### src/rtl/sram_port_pkg.sv
package sram_port_pkg;

  typedef enum logic [2:0] {
    ST_POWERUP,
    ST_IDLE,
    ST_READ,
    ST_RELEASE,
    ST_WRITE
  } seqState_t;

  // Strobes passed from the control to the datapath.
  typedef struct packed {
    logic ceN;
    logic weN;
    logic oeN;
    logic dqEn;
    logic loadReq;
    logic capture;
  } strobe_t;

  // Cycle count for a minimum time, rounded up, never below one.
  function automatic int cycOf(input int ns, input int periodNs);
    int c;
    c = (ns + periodNs - 1) / periodNs;
    return (c < 1) ? 1 : c;
  endfunction

  function automatic int maxOf(input int a, input int b);
    return (a > b) ? a : b;
  endfunction

endpackage

### src/rtl/sram_port_fsm.sv
module sram_port_fsm
  import sram_port_pkg::*;
#(
  parameter int PWR_CYC = 4,
  parameter int RD_CYC  = 3,
  parameter int WR_CYC  = 3,
  parameter int HZ_CYC  = 2,
  parameter int CNT_W   = 3
) (
  input  logic    clk,
  input  logic    rst,
  input  logic    req,
  input  logic    reqWe,
  output logic    ready,
  output strobe_t strb
);

  localparam logic [CNT_W-1:0] PWR_LOAD = CNT_W'(PWR_CYC - 1);
  localparam logic [CNT_W-1:0] RD_LOAD  = CNT_W'(RD_CYC - 1);
  localparam logic [CNT_W-1:0] WR_LOAD  = CNT_W'(WR_CYC - 1);
  localparam logic [CNT_W-1:0] HZ_LOAD  = CNT_W'(HZ_CYC - 1);

  seqState_t        state;
  logic [CNT_W-1:0] cnt;
  logic             cntDone;

  assign cntDone = (cnt == '0);

  always_ff @(posedge clk) begin
    if (rst) begin
      state <= ST_POWERUP;
      cnt   <= PWR_LOAD;
    end else begin
      case (state)
        ST_POWERUP: begin
          if (cntDone) state <= ST_IDLE;
          else         cnt   <= cnt - 1'b1;
        end
        ST_IDLE: begin
          if (req) begin
            state <= reqWe ? ST_WRITE : ST_READ;
            cnt   <= reqWe ? WR_LOAD : RD_LOAD;
          end
        end
        ST_READ: begin
          if (cntDone) begin
            state <= ST_RELEASE;
            cnt   <= HZ_LOAD;
          end else begin
            cnt <= cnt - 1'b1;
          end
        end
        ST_RELEASE: begin
          if (cntDone) state <= ST_IDLE;
          else         cnt   <= cnt - 1'b1;
        end
        ST_WRITE: begin
          if (cntDone) state <= ST_IDLE;
          else         cnt   <= cnt - 1'b1;
        end
        default: begin
          state <= ST_POWERUP;
          cnt   <= PWR_LOAD;
        end
      endcase
    end
  end

  always_comb begin
    strb         = '0;
    strb.ceN     = 1'b1;
    strb.weN     = 1'b1;
    strb.oeN     = 1'b1;
    ready        = (state == ST_IDLE);
    strb.loadReq = (state == ST_IDLE) && req;
    case (state)
      ST_READ: begin
        strb.ceN     = 1'b0;
        strb.oeN     = 1'b0;
        strb.capture = cntDone;
      end
      ST_WRITE: begin
        strb.ceN  = 1'b0;
        strb.weN  = 1'b0;
        strb.dqEn = 1'b1;
      end
      default: ;
    endcase
  end

endmodule

### src/rtl/sram_port_datapath.sv
module sram_port_datapath
  import sram_port_pkg::*;
#(
  parameter int ADDR_W = 18,
  parameter int DATA_W = 16
) (
  input  logic              clk,
  input  logic              rst,
  input  strobe_t           strb,
  input  logic [ADDR_W-1:0] reqAddr,
  input  logic [DATA_W-1:0] reqWData,
  input  logic [DATA_W-1:0] sramDqIn,
  output logic              rvalid,
  output logic [DATA_W-1:0] rdata,
  output logic              sramCeN,
  output logic              sramWeN,
  output logic              sramOeN,
  output logic [ADDR_W-1:0] sramAddr,
  output logic [DATA_W-1:0] sramDqOut,
  output logic              sramDqEn
);

  logic [ADDR_W-1:0] addrReg;
  logic [DATA_W-1:0] wdataReg;
  logic [DATA_W-1:0] rdataReg;
  logic              rvalidReg;

  always_ff @(posedge clk) begin
    if (rst) begin
      addrReg   <= '0;
      wdataReg  <= '0;
      rdataReg  <= '0;
      rvalidReg <= 1'b0;
    end else begin
      if (strb.loadReq) begin
        addrReg  <= reqAddr;
        wdataReg <= reqWData;
      end
      if (strb.capture) rdataReg <= sramDqIn;
      rvalidReg <= strb.capture;
    end
  end

  assign sramCeN   = strb.ceN;
  assign sramWeN   = strb.weN;
  assign sramOeN   = strb.oeN;
  assign sramDqEn  = strb.dqEn;
  assign sramAddr  = addrReg;
  assign sramDqOut = wdataReg;
  assign rdata     = rdataReg;
  assign rvalid    = rvalidReg;

endmodule

### src/rtl/sram_port_ctrl.sv
module sram_port_ctrl
  import sram_port_pkg::*;
#(
  parameter int ADDR_W        = 18,
  parameter int DATA_W        = 16,
  parameter int CLK_PERIOD_NS = 4,
  parameter int T_POWERUP_NS  = 100000,
  parameter int T_RC_NS       = 10,
  parameter int T_AA_NS       = 10,
  parameter int T_ACE_NS      = 10,
  parameter int T_DOE_NS      = 5,
  parameter int T_HZOE_NS     = 5,
  parameter int T_WC_NS       = 10,
  parameter int T_PWE_NS      = 7,
  parameter int T_SCE_NS      = 7,
  parameter int T_AW_NS       = 7,
  parameter int T_SD_NS       = 5
) (
  input  logic              clk,
  input  logic              rst,
  input  logic              req,
  input  logic              reqWe,
  input  logic [ADDR_W-1:0] reqAddr,
  input  logic [DATA_W-1:0] reqWData,
  output logic              ready,
  output logic              rvalid,
  output logic [DATA_W-1:0] rdata,
  output logic              sramCeN,
  output logic              sramWeN,
  output logic              sramOeN,
  output logic [ADDR_W-1:0] sramAddr,
  output logic [DATA_W-1:0] sramDqOut,
  output logic              sramDqEn,
  input  logic [DATA_W-1:0] sramDqIn
);

  localparam int PWR_CYC = cycOf(T_POWERUP_NS, CLK_PERIOD_NS);
  localparam int RD_CYC  = maxOf(maxOf(cycOf(T_RC_NS, CLK_PERIOD_NS), cycOf(T_AA_NS, CLK_PERIOD_NS)),
                                 maxOf(cycOf(T_ACE_NS, CLK_PERIOD_NS), cycOf(T_DOE_NS, CLK_PERIOD_NS)));
  localparam int WR_CYC  = maxOf(maxOf(maxOf(cycOf(T_WC_NS, CLK_PERIOD_NS), cycOf(T_PWE_NS, CLK_PERIOD_NS)),
                                       maxOf(cycOf(T_SCE_NS, CLK_PERIOD_NS), cycOf(T_AW_NS, CLK_PERIOD_NS))),
                                 cycOf(T_SD_NS, CLK_PERIOD_NS));
  localparam int HZ_CYC  = cycOf(T_HZOE_NS, CLK_PERIOD_NS);
  localparam int MAX_CYC = maxOf(maxOf(PWR_CYC, RD_CYC), maxOf(WR_CYC, HZ_CYC));
  localparam int CNT_W   = $clog2(MAX_CYC + 1);
  localparam int MIN_WIN = (RD_CYC < WR_CYC) ? RD_CYC : WR_CYC;

  strobe_t strb;

  sram_port_fsm #(
    .PWR_CYC(PWR_CYC),
    .RD_CYC (RD_CYC),
    .WR_CYC (WR_CYC),
    .HZ_CYC (HZ_CYC),
    .CNT_W  (CNT_W)
  ) u_fsm (
    .clk  (clk),
    .rst  (rst),
    .req  (req),
    .reqWe(reqWe),
    .ready(ready),
    .strb (strb)
  );

  sram_port_datapath #(
    .ADDR_W(ADDR_W),
    .DATA_W(DATA_W)
  ) u_dp (
    .clk      (clk),
    .rst      (rst),
    .strb     (strb),
    .reqAddr  (reqAddr),
    .reqWData (reqWData),
    .sramDqIn (sramDqIn),
    .rvalid   (rvalid),
    .rdata    (rdata),
    .sramCeN  (sramCeN),
    .sramWeN  (sramWeN),
    .sramOeN  (sramOeN),
    .sramAddr (sramAddr),
    .sramDqOut(sramDqOut),
    .sramDqEn (sramDqEn)
  );

endmodule

### config.mk
export PLATFORM = sky130hd
export DESIGN_NAME = sram_port_ctrl
export DESIGN_NICKNAME = d
export VERILOG_FILES = /design/src/rtl/sram_port_pkg.sv /design/src/rtl/sram_port_fsm.sv /design/src/rtl/sram_port_datapath.sv /design/src/rtl/sram_port_ctrl.sv
export SDC_FILE = /design/constraint.sdc
export NUM_CORES = 1
export LEC_CHECK = 0
export ABC_AREA = 0
export BUFFER_PORTS_ARGS = -buffer_cell sky130_fd_sc_hd__buf_4
export CAP_MARGIN = 5
export CORE_UTILIZATION = 49
export DETAILED_ROUTE_END_ITERATION = 10
export PLACE_DENSITY = 0.8
export SKIP_CTS_REPAIR_TIMING = 1
export SYNTH_ARGS = -nofsm -noshare
export SYNTH_HDL_FRONTEND = slang
export SYNTH_SLANG_ARGS = --single-unit
### constraint.sdc
create_clock -name clk -period 2.8 [get_ports clk]
set_input_delay 0.14 -clock clk [delete_from_list [all_inputs] [get_ports clk]]
set_output_delay 0.14 -clock clk [all_outputs]
set_load 0.01 [all_outputs]
==> out/metrics.cfg <==
[yosys]
netlist.area_leader.share_pct=47.44
synth-seq-cells=69
syn_area_um2=2912
synthTopCellsByArea=dfxtp_1, nand2_1, a21oi_1
synth_top_area_cell=dfxtp_1
synth_ff_type=dfxtp_1
netlist_instances=355
yosysMostFrequentCell=nand2_1
synthTopCellsByCount=nand2_1, dfxtp_1, a21oi_1
avgSynthCellArea_um2=8.202
syn_nets=411
ys_seq_area_share_pct=47.44
synthDistinctLibCells=50
async_flop_share_pct=0
synth_edf_count=0
ys_warn_count=0

[critical_path]
crit_chain=inv_1 > ha_1 > nor4b_1 > and4_1 > nor2_1 > o21ai_0 > a311oi_1
path_max_fanout=9
r2r-start=u_fsm.cnt[0]
required_ns=3.05
cp-start-kind=flip-flop
endpoint_kind=flip-flop
crit_type=reg2reg
cpPeakStageDelay_ns=0.42
slowest_stage=nor2_1
crit_path_start=u_fsm.cnt[0]
crit_buf_inv=1
cp_num_cells=7
r2r-end=u_fsm.cnt[10]
reg2reg_depth=7
crit_end=u_fsm.cnt[10]
worstPathArrival_ns=2.47
crit_family=simple AND/OR/NAND/NOR gates
r2r_slack_ns=0.58

[die]
die_w_um=79.09
rows=27
coreArea_um2=5608
start_util_pct=51.92
pin_count=110
dieArea_um2=6254
die_y_um=79.09

[detailed_routing]
ant_nets=0
firstDrtPassIters=4
drc=0
finalWirelength_um=7311
drt_iter0_markers=104
routed-via-count=2824
wl_per_cell_um=13.67
post_drt_via_cell_ratio=5.279

[layout]
drive_above_1_share_pct=33.91
n_fill_cell=463
fin_area_um2=3920
multi_input_area_um2=1386
syn_to_final_growth_pct=34.64
antenna_cells=0
regArea_um2=1381
num-nets-final=514

[global_routing]
grt_overflow_total=0
antenna_found_initial=0
grt_pass1_wl_um=11430
grt_max_degree=56
grt_pass1_vias=2586
grt_usage_pct=23.34

[timing]
maxSlewHeadroom_pct=57.71
finalMaxSlewViolations=0
setup_tns_ns=0
tightest_slew_ns=0.6277
setup_viol_count_final=0
hold_violations=0
timing.fmax_mhz=450.4
post-route-period-util_pct=79.30
skew_ns=0.01130
finalCriticalPeriod_ns=2.220
rsz0062_at_grt=no
holdWs_ns=0.02888
fin_ws_ns=0.5796

[place]
hpwl_um=5173
port_buffers=109
pre_cts_slack_ns=0.6218
gp_congestion=0.9513
placed_cell_area_um2=3729

[clock_network]
tritoncts=built
clk_path_buf_depth=2
h-tree-depth=3
clk_pin_slew_ns=0.07
cts-root-buf=clkbuf_8
cts_buffers=9
worstSkewPairLatency_ns=0.34
clock-sinks=69

[flow_run]
max_cap_violations=0

[power]
p_leak_nw=1.541
power.density_nw_per_um2=478.2
power_mw=1.875
vdd_drop_max_mv=0.3310

[min_path]
hold_path_class=in2reg

[status]
status=complete, no violations

[logic make-up after synthesis]
family | Yosys count | share of synthesized area [%]
DFF | 69 | 47.44
adders and majority gates | 2 | 0.8593
and+or+nand+nor | 164 | 26.69
AOI/OAI and AO/OA | 90 | 18.95
buffers and inverters | 27 | 4.942
muxes | 3 | 1.117
[stage by stage]
step | instances | util [%]
finish | 535 | 69.90
global route | 535 | 69.90
CTS | 535 | 69.90
detailed placement | 519 | 66.49
global placement | 519 | 66.49
floorplan | 355 | -
[placed cells by master (no fill, tap or decap), drive strengths merged, types with 2 or more instances in the layout]
| cell | instances |
|---|---|
| buf | 113 |
| nand2 | 113 |
| dfxtp | 69 |
| a21oi | 63 |
| clkbuf | 11 |
| nor2 | 10 |
| nor3 | 9 |
| inv | 7 |
| o21ai | 7 |
| nor4 | 6 |
| or3 | 5 |
| nand4 | 4 |
| a21o | 4 |
| o21a | 3 |
| a211o | 3 |
| or4 | 3 |
| nor3b | 2 |
| or4b | 2 |
| mux2 | 2 |
| or2 | 2 |
| nand2b | 2 |
| ha | 2 |
| clkinv | 2 |
[worst min path at each step]
| stage | start | to | cells after the start |
|---|---|---|---|
| after floorplan | rst | u_fsm.cnt[2] | 2 |
| after detailed placement | rst | u_dp.rvalid | 2 |
| after CTS | rst | u_dp.rvalid | 2 |
| final | rst | u_dp.rvalid | 2 |
| after global routing | rst | u_dp.rvalid | 2 |
| after global placement | rst | u_dp.rvalid | 2 |
[power by group]
| part | internal [mW] | leakage (nW) | switching (mW) |
|---|---|---|---|
| clock network | 0.415 | 0.0939 | 0.371 |
| registers | 0.985 | 0.556 | 0.00637 |
| logic | 0.0579 | 0.891 | 0.0389 |
[worst reg2reg max path: stages (launching register included)]
cell      delay, ns
dfxtp_1        0.40
inv_1          0.11
ha_1           0.21
nor4b_1        0.15
and4_1         0.21
nor2_1         0.42
o21ai_0        0.36
a311oi_1       0.27
[final cells by class]
| cell class | instances | share of cell area, % |
|---|---|---|
| clock buffers | 11 | 3.351 |
| flip-flops and latches | 69 | 35.24 |
| well taps | 72 | 2.298 |
| inverters | 6 | 0.5745 |
| clock inverters | 5 | 1.532 |
| repair buffers | 113 | 21.64 |
| multi-input cells | 259 | 35.37 |
[per-layer routing]
metal	part of all wire, %	wire length [um]	GRT usage, %	vias to the layer above
met3	7.7	563	5.977	9
met5	0	0	0	-
li1	-	-	-	1425
met2	47	3471	38.53	109
met1	44	3183	28.32	1281
met4	1.3	93	10.91	0
[flip-flops by register name (all words and copies together), names as in the netlist]
register        count
u_dp.rdata         16
u_dp.rvalid         1
u_dp.sramAddr      18
u_fsm.cnt          15
u_fsm.state         3
u_dp.sramDqOut     16
(Power assumes the default switching activity.)
